File: config.mk
export PLATFORM = sky130hd
export DESIGN_NAME = irq_ctl_top
export DESIGN_NICKNAME = d
export VERILOG_FILES = /design/src/rtl/irq_ctl_pkg.sv /design/src/rtl/irq_ctl_decode.sv /design/src/rtl/irq_ctl_datapath.sv /design/src/rtl/irq_ctl_top.sv
export SDC_FILE = /design/constraint.sdc
export NUM_CORES = 1
export LEC_CHECK = 0
export ABC_AREA = 1
export BUFFER_PORTS_ARGS = -buffer_cell sky130_fd_sc_hd__buf_2
export CAP_MARGIN = 20
export CORE_AREA = 3 3 63 94
export CTS_CLUSTER_DIAMETER = 80
export CTS_CLUSTER_SIZE = 24
export DETAILED_ROUTE_END_ITERATION = 7
export DIE_AREA = 0 0 66 97
export PLACE_DENSITY = 0.52
export SETUP_SLACK_MARGIN = 0.2
export SLEW_MARGIN = 20
export SYNTH_ARGS = -nofsm -noshare
export SYNTH_HDL_FRONTEND = slang
export SYNTH_SLANG_ARGS = --single-unit
export TNS_END_PERCENT = 10
File: constraint.sdc
create_clock -name clk -period 0.95 [get_ports clk]
set_clock_uncertainty 0.05 [all_clocks]
set_input_delay 0.095 -clock clk [delete_from_list [all_inputs] [get_ports clk]]
set_output_delay 0.095 -clock clk [all_outputs]
set_load 0.05 [all_outputs]
File: src/rtl/irq_ctl_pkg.sv
package irq_ctl_pkg;

  localparam int DATA_W    = 8;
  localparam int ADDR_W    = 3;
  localparam int ACK_IDX_W = 4;

  localparam logic [ADDR_W-1:0] ADDR_MASK    = 3'd0;
  localparam logic [ADDR_W-1:0] ADDR_STATUS  = 3'd1;
  localparam logic [ADDR_W-1:0] ADDR_ACK     = 3'd2;
  localparam logic [ADDR_W-1:0] ADDR_MASK2   = 3'd3;
  localparam logic [ADDR_W-1:0] ADDR_STATUS2 = 3'd4;
  localparam logic [ADDR_W-1:0] ADDR_ACK2    = 3'd5;

  typedef enum logic [2:0] {
    RD_NONE,
    RD_MASK,
    RD_STATUS,
    RD_MASK2,
    RD_ZERO
  } rdSelE;

  typedef struct packed {
    logic                 maskWr;
    logic                 ackWr;
    logic                 mask2Wr;
    logic [ACK_IDX_W-1:0] ackIdx;
    logic [DATA_W-1:0]    wrData;
    rdSelE                rdSel;
  } ctlStrobesT;

endpackage

File: src/rtl/irq_ctl_decode.sv
module irq_ctl_decode
  import irq_ctl_pkg::*;
(
  input  logic              busWrEn,
  input  logic [ADDR_W-1:0] busAddr,
  input  logic [DATA_W-1:0] busWrData,
  output ctlStrobesT        strobes
);

  always_comb begin
    strobes         = '0;
    strobes.wrData  = busWrData;
    strobes.ackIdx  = busWrData[ACK_IDX_W-1:0];
    strobes.rdSel   = RD_ZERO;
    unique case (busAddr)
      ADDR_MASK: begin
        strobes.maskWr = busWrEn;
        strobes.rdSel  = RD_MASK;
      end
      ADDR_STATUS: strobes.rdSel = RD_STATUS;
      ADDR_ACK:    strobes.ackWr = busWrEn;
      ADDR_MASK2: begin
        strobes.mask2Wr = busWrEn;
        strobes.rdSel   = RD_MASK2;
      end
      ADDR_STATUS2: strobes.rdSel = RD_ZERO;
      ADDR_ACK2:    strobes.rdSel = RD_ZERO;
      default:      strobes.rdSel = RD_ZERO;
    endcase
  end

  always_comb begin
    assert_one_write_strobe_R10: assert ($countones({strobes.maskWr, strobes.ackWr, strobes.mask2Wr}) <= 1);
  end

endmodule

File: src/rtl/irq_ctl_datapath.sv
module irq_ctl_datapath
  import irq_ctl_pkg::*;
#(
  parameter int SRC_COUNT = DATA_W,
  parameter int IDX_W     = ACK_IDX_W
)(
  input  logic                 clk,
  input  logic                 rstN,
  input  ctlStrobesT           strobes,
  input  logic [SRC_COUNT-1:0] srcSet,
  input  logic [SRC_COUNT-1:0] srcClr,
  output logic [DATA_W-1:0]    rdData,
  output logic                 irqOut
);

  logic [SRC_COUNT-1:0] pending, pendNext;
  logic [SRC_COUNT-1:0] enable, enNext;
  logic [DATA_W-1:0]    mask2;
  logic [SRC_COUNT-1:0] ackVec;
  logic [SRC_COUNT-1:0] afterSet, afterClr;
  logic                 irqQ;

  // one decoded acknowledge bit per source; indices past the last source match nothing
  for (genvar i = 0; i < SRC_COUNT; i++) begin : gAck
    assign ackVec[i] = strobes.ackWr && (strobes.ackIdx == IDX_W'(i));
  end

  always_comb begin
    afterSet = pending | srcSet;
    afterClr = afterSet & ~srcClr;
    pendNext = afterClr & ~ackVec;
    enNext   = strobes.maskWr ? ~strobes.wrData[SRC_COUNT-1:0] : enable;
  end

  always_ff @(posedge clk) begin
    if (!rstN) begin
      pending <= '0;
      enable  <= '0;
      mask2   <= '0;
      irqQ    <= 1'b0;
    end else begin
      pending <= pendNext;
      enable  <= enNext;
      if (strobes.mask2Wr) mask2 <= strobes.wrData;
      irqQ    <= |(pendNext & enNext);
    end
  end

  always_comb begin
    unique case (strobes.rdSel)
      RD_MASK:   rdData = DATA_W'(~enable);
      RD_STATUS: rdData = DATA_W'(pending);
      RD_MASK2:  rdData = mask2;
      default:   rdData = '0;
    endcase
  end

  assign irqOut = irqQ;

  assert_irq_level_R3: assert property (@(posedge clk) disable iff (!rstN)
    irqOut == |(pending & enable));

  assert_mask_store_R2: assert property (@(posedge clk) disable iff (!rstN)
    strobes.maskWr |=> enable == ~$past(strobes.wrData[SRC_COUNT-1:0]));

  assert_clear_wins_R5: assert property (@(posedge clk) disable iff (!rstN)
    1'b1 |=> (pending & $past(srcClr)) == '0);

  assert_set_sticks_R4: assert property (@(posedge clk) disable iff (!rstN)
    1'b1 |=> (pending & $past(srcSet & ~srcClr & ~ackVec)) == $past(srcSet & ~srcClr & ~ackVec));

  assert_ack_clears_R6: assert property (@(posedge clk) disable iff (!rstN)
    (strobes.ackWr && strobes.ackIdx < IDX_W'(SRC_COUNT)) |=>
      ((pending >> $past(strobes.ackIdx)) & SRC_COUNT'(1)) == '0);

  assert_ack_range_R6: assert property (@(posedge clk) disable iff (!rstN)
    (strobes.ackWr && strobes.ackIdx >= IDX_W'(SRC_COUNT) && srcClr == '0) |=>
      (pending & $past(pending)) == $past(pending));

  assert_reset_state_R1: assert property (@(posedge clk)
    $past(!rstN) && rstN |-> pending == '0 && enable == '0 && !irqOut);

endmodule

File: src/rtl/irq_ctl_top.sv
module irq_ctl_top
  import irq_ctl_pkg::*;
(
  input  logic              clk,
  input  logic              rstN,
  input  logic              busWrEn,
  input  logic [2:0]        busAddr,
  input  logic [7:0]        busWrData,
  output logic [7:0]        busRdData,
  input  logic [7:0]        srcSet,
  input  logic [7:0]        srcClr,
  output logic              irqOut
);

  ctlStrobesT strobes;

  irq_ctl_decode uDecode (
    .busWrEn  (busWrEn),
    .busAddr  (busAddr),
    .busWrData(busWrData),
    .strobes  (strobes)
  );

  irq_ctl_datapath #(
    .SRC_COUNT(DATA_W),
    .IDX_W    (ACK_IDX_W)
  ) uDatapath (
    .clk    (clk),
    .rstN   (rstN),
    .strobes(strobes),
    .srcSet (srcSet),
    .srcClr (srcClr),
    .rdData (busRdData),
    .irqOut (irqOut)
  );

  assert_stub_status_R9: assert property (@(posedge clk) disable iff (!rstN)
    (busAddr == ADDR_STATUS2) |-> busRdData == 8'h00);

endmodule

After elaboration in Yosys (flattened, before gate mapping)
Index checks and enable logic that the tools add are counted.

Register bits after elaboration: 25. Latch bits: 0. RAM bits: 0. Bits in read-only memories: 0. Bits of input ports: 30. Output and inout bits: 9. Logic and storage cells: 42. Memories: 0.

Add/subtract/negate cells: 0. Multiply operators: 0. Div/mod/pow operators: 0. $lt $le $gt $ge: 0. Equal/unequal tests: 13. Shifts and indexed selects: 0. Mux-type cells: 6. Bitwise gates (word level): 8. Reduce and logical (&&, ||, !) cells: 11.

Operator list (number): 8-bit inverter (4); 8-bit bitwise AND (3); 8-bit case mux with 3 select lines (1); 4-bit by 3-bit == test with 1-bit output (second input constant) (4); 3-bit by 2-bit == test with 1-bit output (second input constant) (4); 3-bit case mux with 3 select lines (1); 4-bit by 2-bit == test with 1-bit output (second input constant) (2); 1-bit logical AND (8); 8-bit two-way mux (1); 8-bit OR (1); 8-bit OR reduction (1); 3-bit by 1-bit == test with 1-bit output (second input constant) (2); 4-bit by 1-bit == test with 1-bit output (second input constant) (1); 4-bit logical NOT (1); 3-bit logical NOT (1); 1-bit two-way mux (3).

Longest topological paths before layout
Depth after elaboration: 7. Mapped depth: 10. Gate-level depth less buffers: 9.

Hierarchy
A second synthesis with hierarchy kept.

Cell total of the unflattened synthesis: 209. Area, all modules: 1355.0 um^2.

By module, submodules not included: irq_ctl_datapath (instances 1, cells an instance 183, area an instance 1207.4 um^2, sequential area each 500.5 um^2); irq_ctl_decode (instances 1, cells an instance 26, area an instance 147.6 um^2, sequential area each 0.0 um^2).

Worst setup path after synthesis
No wires, ideal clock.

Path type: input port to output port. From: input busAddr[2]. To: output busRdData[0]. Arrival time: 1.247 ns. Data required time: 0.805 ns. Path slack: -0.442 ns. Stages on the path: 3. Buffers on the path: 0. Cell sequence: nor2_8 nand2_1 o211ai_1.

Word-level cells in the longest chain between the ends: 4. Elaborated cells on any way between the ends: 8. Those cells by class: eq/ne (5); mux (2); reduce/logical (1).

Ends and longest elaborated chain: start, declared (RTL line irq_ctl_top.sv:7) `input logic [2:0] busAddr,`; 3-bit by 2-bit == test with 1-bit output, or another cell as far along (RTL line irq_ctl_decode.sv:15) `unique case (busAddr)`; 3-bit case mux with 3 select lines * (RTL line irq_ctl_decode.sv:15); 3-bit by 2-bit == test with 1-bit output / 3-bit by 1-bit == test with 1-bit output (equally long branches) (RTL line irq_ctl_datapath.sv:50) `unique case (strobes.rdSel)`; 8-bit case mux with 3 select lines * (RTL line irq_ctl_datapath.sv:50); end, declared (RTL line irq_ctl_top.sv:9) `output logic [7:0] busRdData,`.

Mark *: on every way between the ends. The rest lies on a longest branch, timed or not.

Worst setup path after layout
From: register uDatapath.pending[0]. To: output busRdData[0].

Word-level cells in the longest chain between the ends: 1.

Ends and longest elaborated chain: start, declared (RTL line irq_ctl_datapath.sv:16) `logic [SRC_COUNT-1:0] pending, pendNext;`; start signal, assigned (RTL line irq_ctl_datapath.sv:42) `pending <= pendNext;`; 8-bit case mux with 3 select lines (RTL line irq_ctl_datapath.sv:50).

Every way passes these cells.

==> results.toml <==
[status]
outcome = "finished with violations"
violations = "setup timing"

[critical_path]
rr_worst_depth = 7
crit_path_end = "busRdData[0]"
r2r-end = "uDatapath.irqOut"
r2r_start = "uDatapath.pending[1]"
timing.reg2reg.setup_slack_ps = -120
worstPathArrival_ps = 1060
startpoint = "uDatapath.pending[0]"
worstSetupPathType = "reg -> out"
required_ps = 810
critPathCaptureType = "output pin"
worst_setup_path_start_kind = "flop"
cp_max_fo = 2

[timing]
setup_viol = 9
timing.hold.ws_ps = 24.14
finalHoldViolations = 0
drv_slew = 0
max_freq_ghz = 0.8288
setup_slack_ps = -256.6
rsz0062_at_grt = "true"
slew_headroom_pct = 78.96
post-route-period-util_pct = 127.0
fin_crit_ps = 1207
worst_pin_slew_ps = 314.9

[clock_network]
clk_latency_ps = 270
postCtsHoldBufs = 0
cts.sinks = 25
clk_pin_slew_ps = 90
clk_path_buf_depth = 2
h-tree-depth = 1
clockRootBuffer = "clkbuf_8"
numCtsBuffers = 3
cts_tree = "built"

[worst_hold_path]
hp-class = "in -> reg"

[floorplanning]
dieHeight_um = 97
dieArea_um2 = 6402
row_count = 32
start_util_pct = 24.93
io_pins = 39
die_w_um = 66
core_region_area_um2 = 5165

[global_routing]
grt_pass1_wl_um = 6568
grt_use_total_pct = 12.86
grt_pass1_vias = 1478
antenna_found_initial = 0
grt_max_degree = 18
grt_overflow_total = 0

[route]
vias = 1422
drtPass1Iterations = 4
drt_iter0_drc = 44
routed_wl_um = 3779
drcViolationCount = 0
routedWlPerCell_um = 11.59
ant_nets = 0
via_per_inst = 4.362

[cells_and_area]
area_growth_pct = 59.48
diodes = 0
fin_nets = 289
drive_gt1_share_pct = 44.96

[synth]
synthesis.nets = 214
ys_seq_area_share_pct = 38.87
yosys_warnings = 0
synth-seq-cells = 25
synthCells = 184
syn_area_um2 = 1287
avgSynthCellArea_um2 = 6.997
synth.distinct_cells = 23

[placement]
routabilityCongestion = 0.8043
port_buffers = 38
dpl.hpwl_um = 3075
dp_slack_ps = -322.8

[flow_run]
cap_violations = 0

[power_and_ir_drop]
powerDensity_nw_per_um2 = 1123
p_leak_nw = 0.9399
vdd_drop_max_v = 0.0004086
-- cells in the mapped netlist (all sizes together) --
library cell	instances	area share [%]
clkinv	1	0.29
a21oi	15	5.8
nor2	30	11
nand4	7	3.4
nand2	55	17
dfxtp	25	39
nand3	1	1.4
nor3	9	3.5
o21ai	9	3.8
buf	3	1.8
o21bai	8	4.7
o211ai	8	4.7
inv	13	3.8
-- per-stage QoR --
step	power, mW	instance area [um^2]	std cells	TNS, ps	utilization [%]
after floorplan	1.379	1295	184	-2986	-
after global placement	1.600	1807	320	-5137	34.98
after detailed placement	1.601	1807	320	-5438	34.98
after CTS	2.292	1964	326	-1926	38.03
after global routing	2.437	2053	326	-2491	39.75
final	2.306	2053	326	-1842	39.75
-- worst max-delay path: stages (launching register included) --
cell,delay [ps]
dfxtp_2,350
buf_6,90
nand2_2,30
o211ai_1,90
buf_4,230
-- placed cells by master, fill, tap and decap left out, types with 2 or more instances in the layout --
cell / netlist / layout
nor3_1: 9 / 8
dfxtp_1: 25 / 16
clkbuf_8: 0 / 3
dfxtp_2: 0 / 9
o211ai_1: 8 / 8
buf_8: 0 / 2
nor2_2: 3 / 6
nand2_1: 53 / 49
inv_2: 4 / 2
nand2_2: 1 / 4
o21bai_4: 0 / 4
buf_6: 1 / 5
buf_4: 1 / 38
inv_4: 0 / 2
o21bai_1: 8 / 3
o21ai_1: 2 / 8
nand2_4: 1 / 2
buf_2: 1 / 26
nor2_4: 1 / 6
a21oi_1: 15 / 15
nor2_1: 25 / 17
inv_1: 9 / 9
nand4_1: 7 / 7
-- kinds of logic after synthesis --
family | Yosys count | share of synthesized area [%]
and+or+nand+nor | 102 | 36.25
AOI/OAI and AO/OA | 40 | 18.95
DFF | 25 | 38.87
buffers and inverters | 17 | 5.927
-- power breakdown --
group          total (mW)  switching (mW)  internal [mW]
clock               0.643           0.343          0.300
sequential           1.11          0.0247           1.09
combinational       0.550           0.301          0.249
-- worst min-delay path by stage --
stage / depth (start not counted) / endpoint / from
2_1_floorplan: 2 / uDatapath.mask2[6] / rstN
3_3_place_gp: 3 / uDatapath.mask2[4] / busWrData[4]
3_5_place_dp: 3 / uDatapath.mask2[4] / busWrData[4]
4_1_cts: 3 / uDatapath.mask2[4] / busWrData[4]
5_1_grt: 3 / uDatapath.pending[6] / srcClr[6]
6_report: 3 / uDatapath.pending[0] / srcClr[0]
-- registers in the layout, summed over array words and instances, names as in the netlist --
register / flops
uDatapath.pending: 8
uDatapath.irqOut: 1
uDatapath.mask2: 8
uDatapath.enable: 8
-- routing by layer --
metal / track usage [%] / vias up / share of wire [%] / wire length [um]
met3: 1.161 / 2 / 2.6 / 99
met1: 15.61 / 635 / 41 / 1543
met5: 0 / - / 0 / 0
met2: 22.57 / 26 / 56 / 2099
li1: - / 759 / - / -
met4: 5.164 / 0 / 0.98 / 37
-- what timing repair did --
action / CTS / global route
setup endpoints to repair: 26 / 33
setup buffers: 2 / 0
gates resized for setup: 36 / 26
pin swaps: 21 / 7
-- final cells by class --
type	instances	area [um^2]
repair buffers	73	529.3
clock buffers	4	45.04
well taps	68	85.08
inverters	14	57.56
fillers	558	3112
flip-flops and latches	25	511.7
multi-input cells	142	824.5
Note: power is estimated with default switching activity, not from simulation.
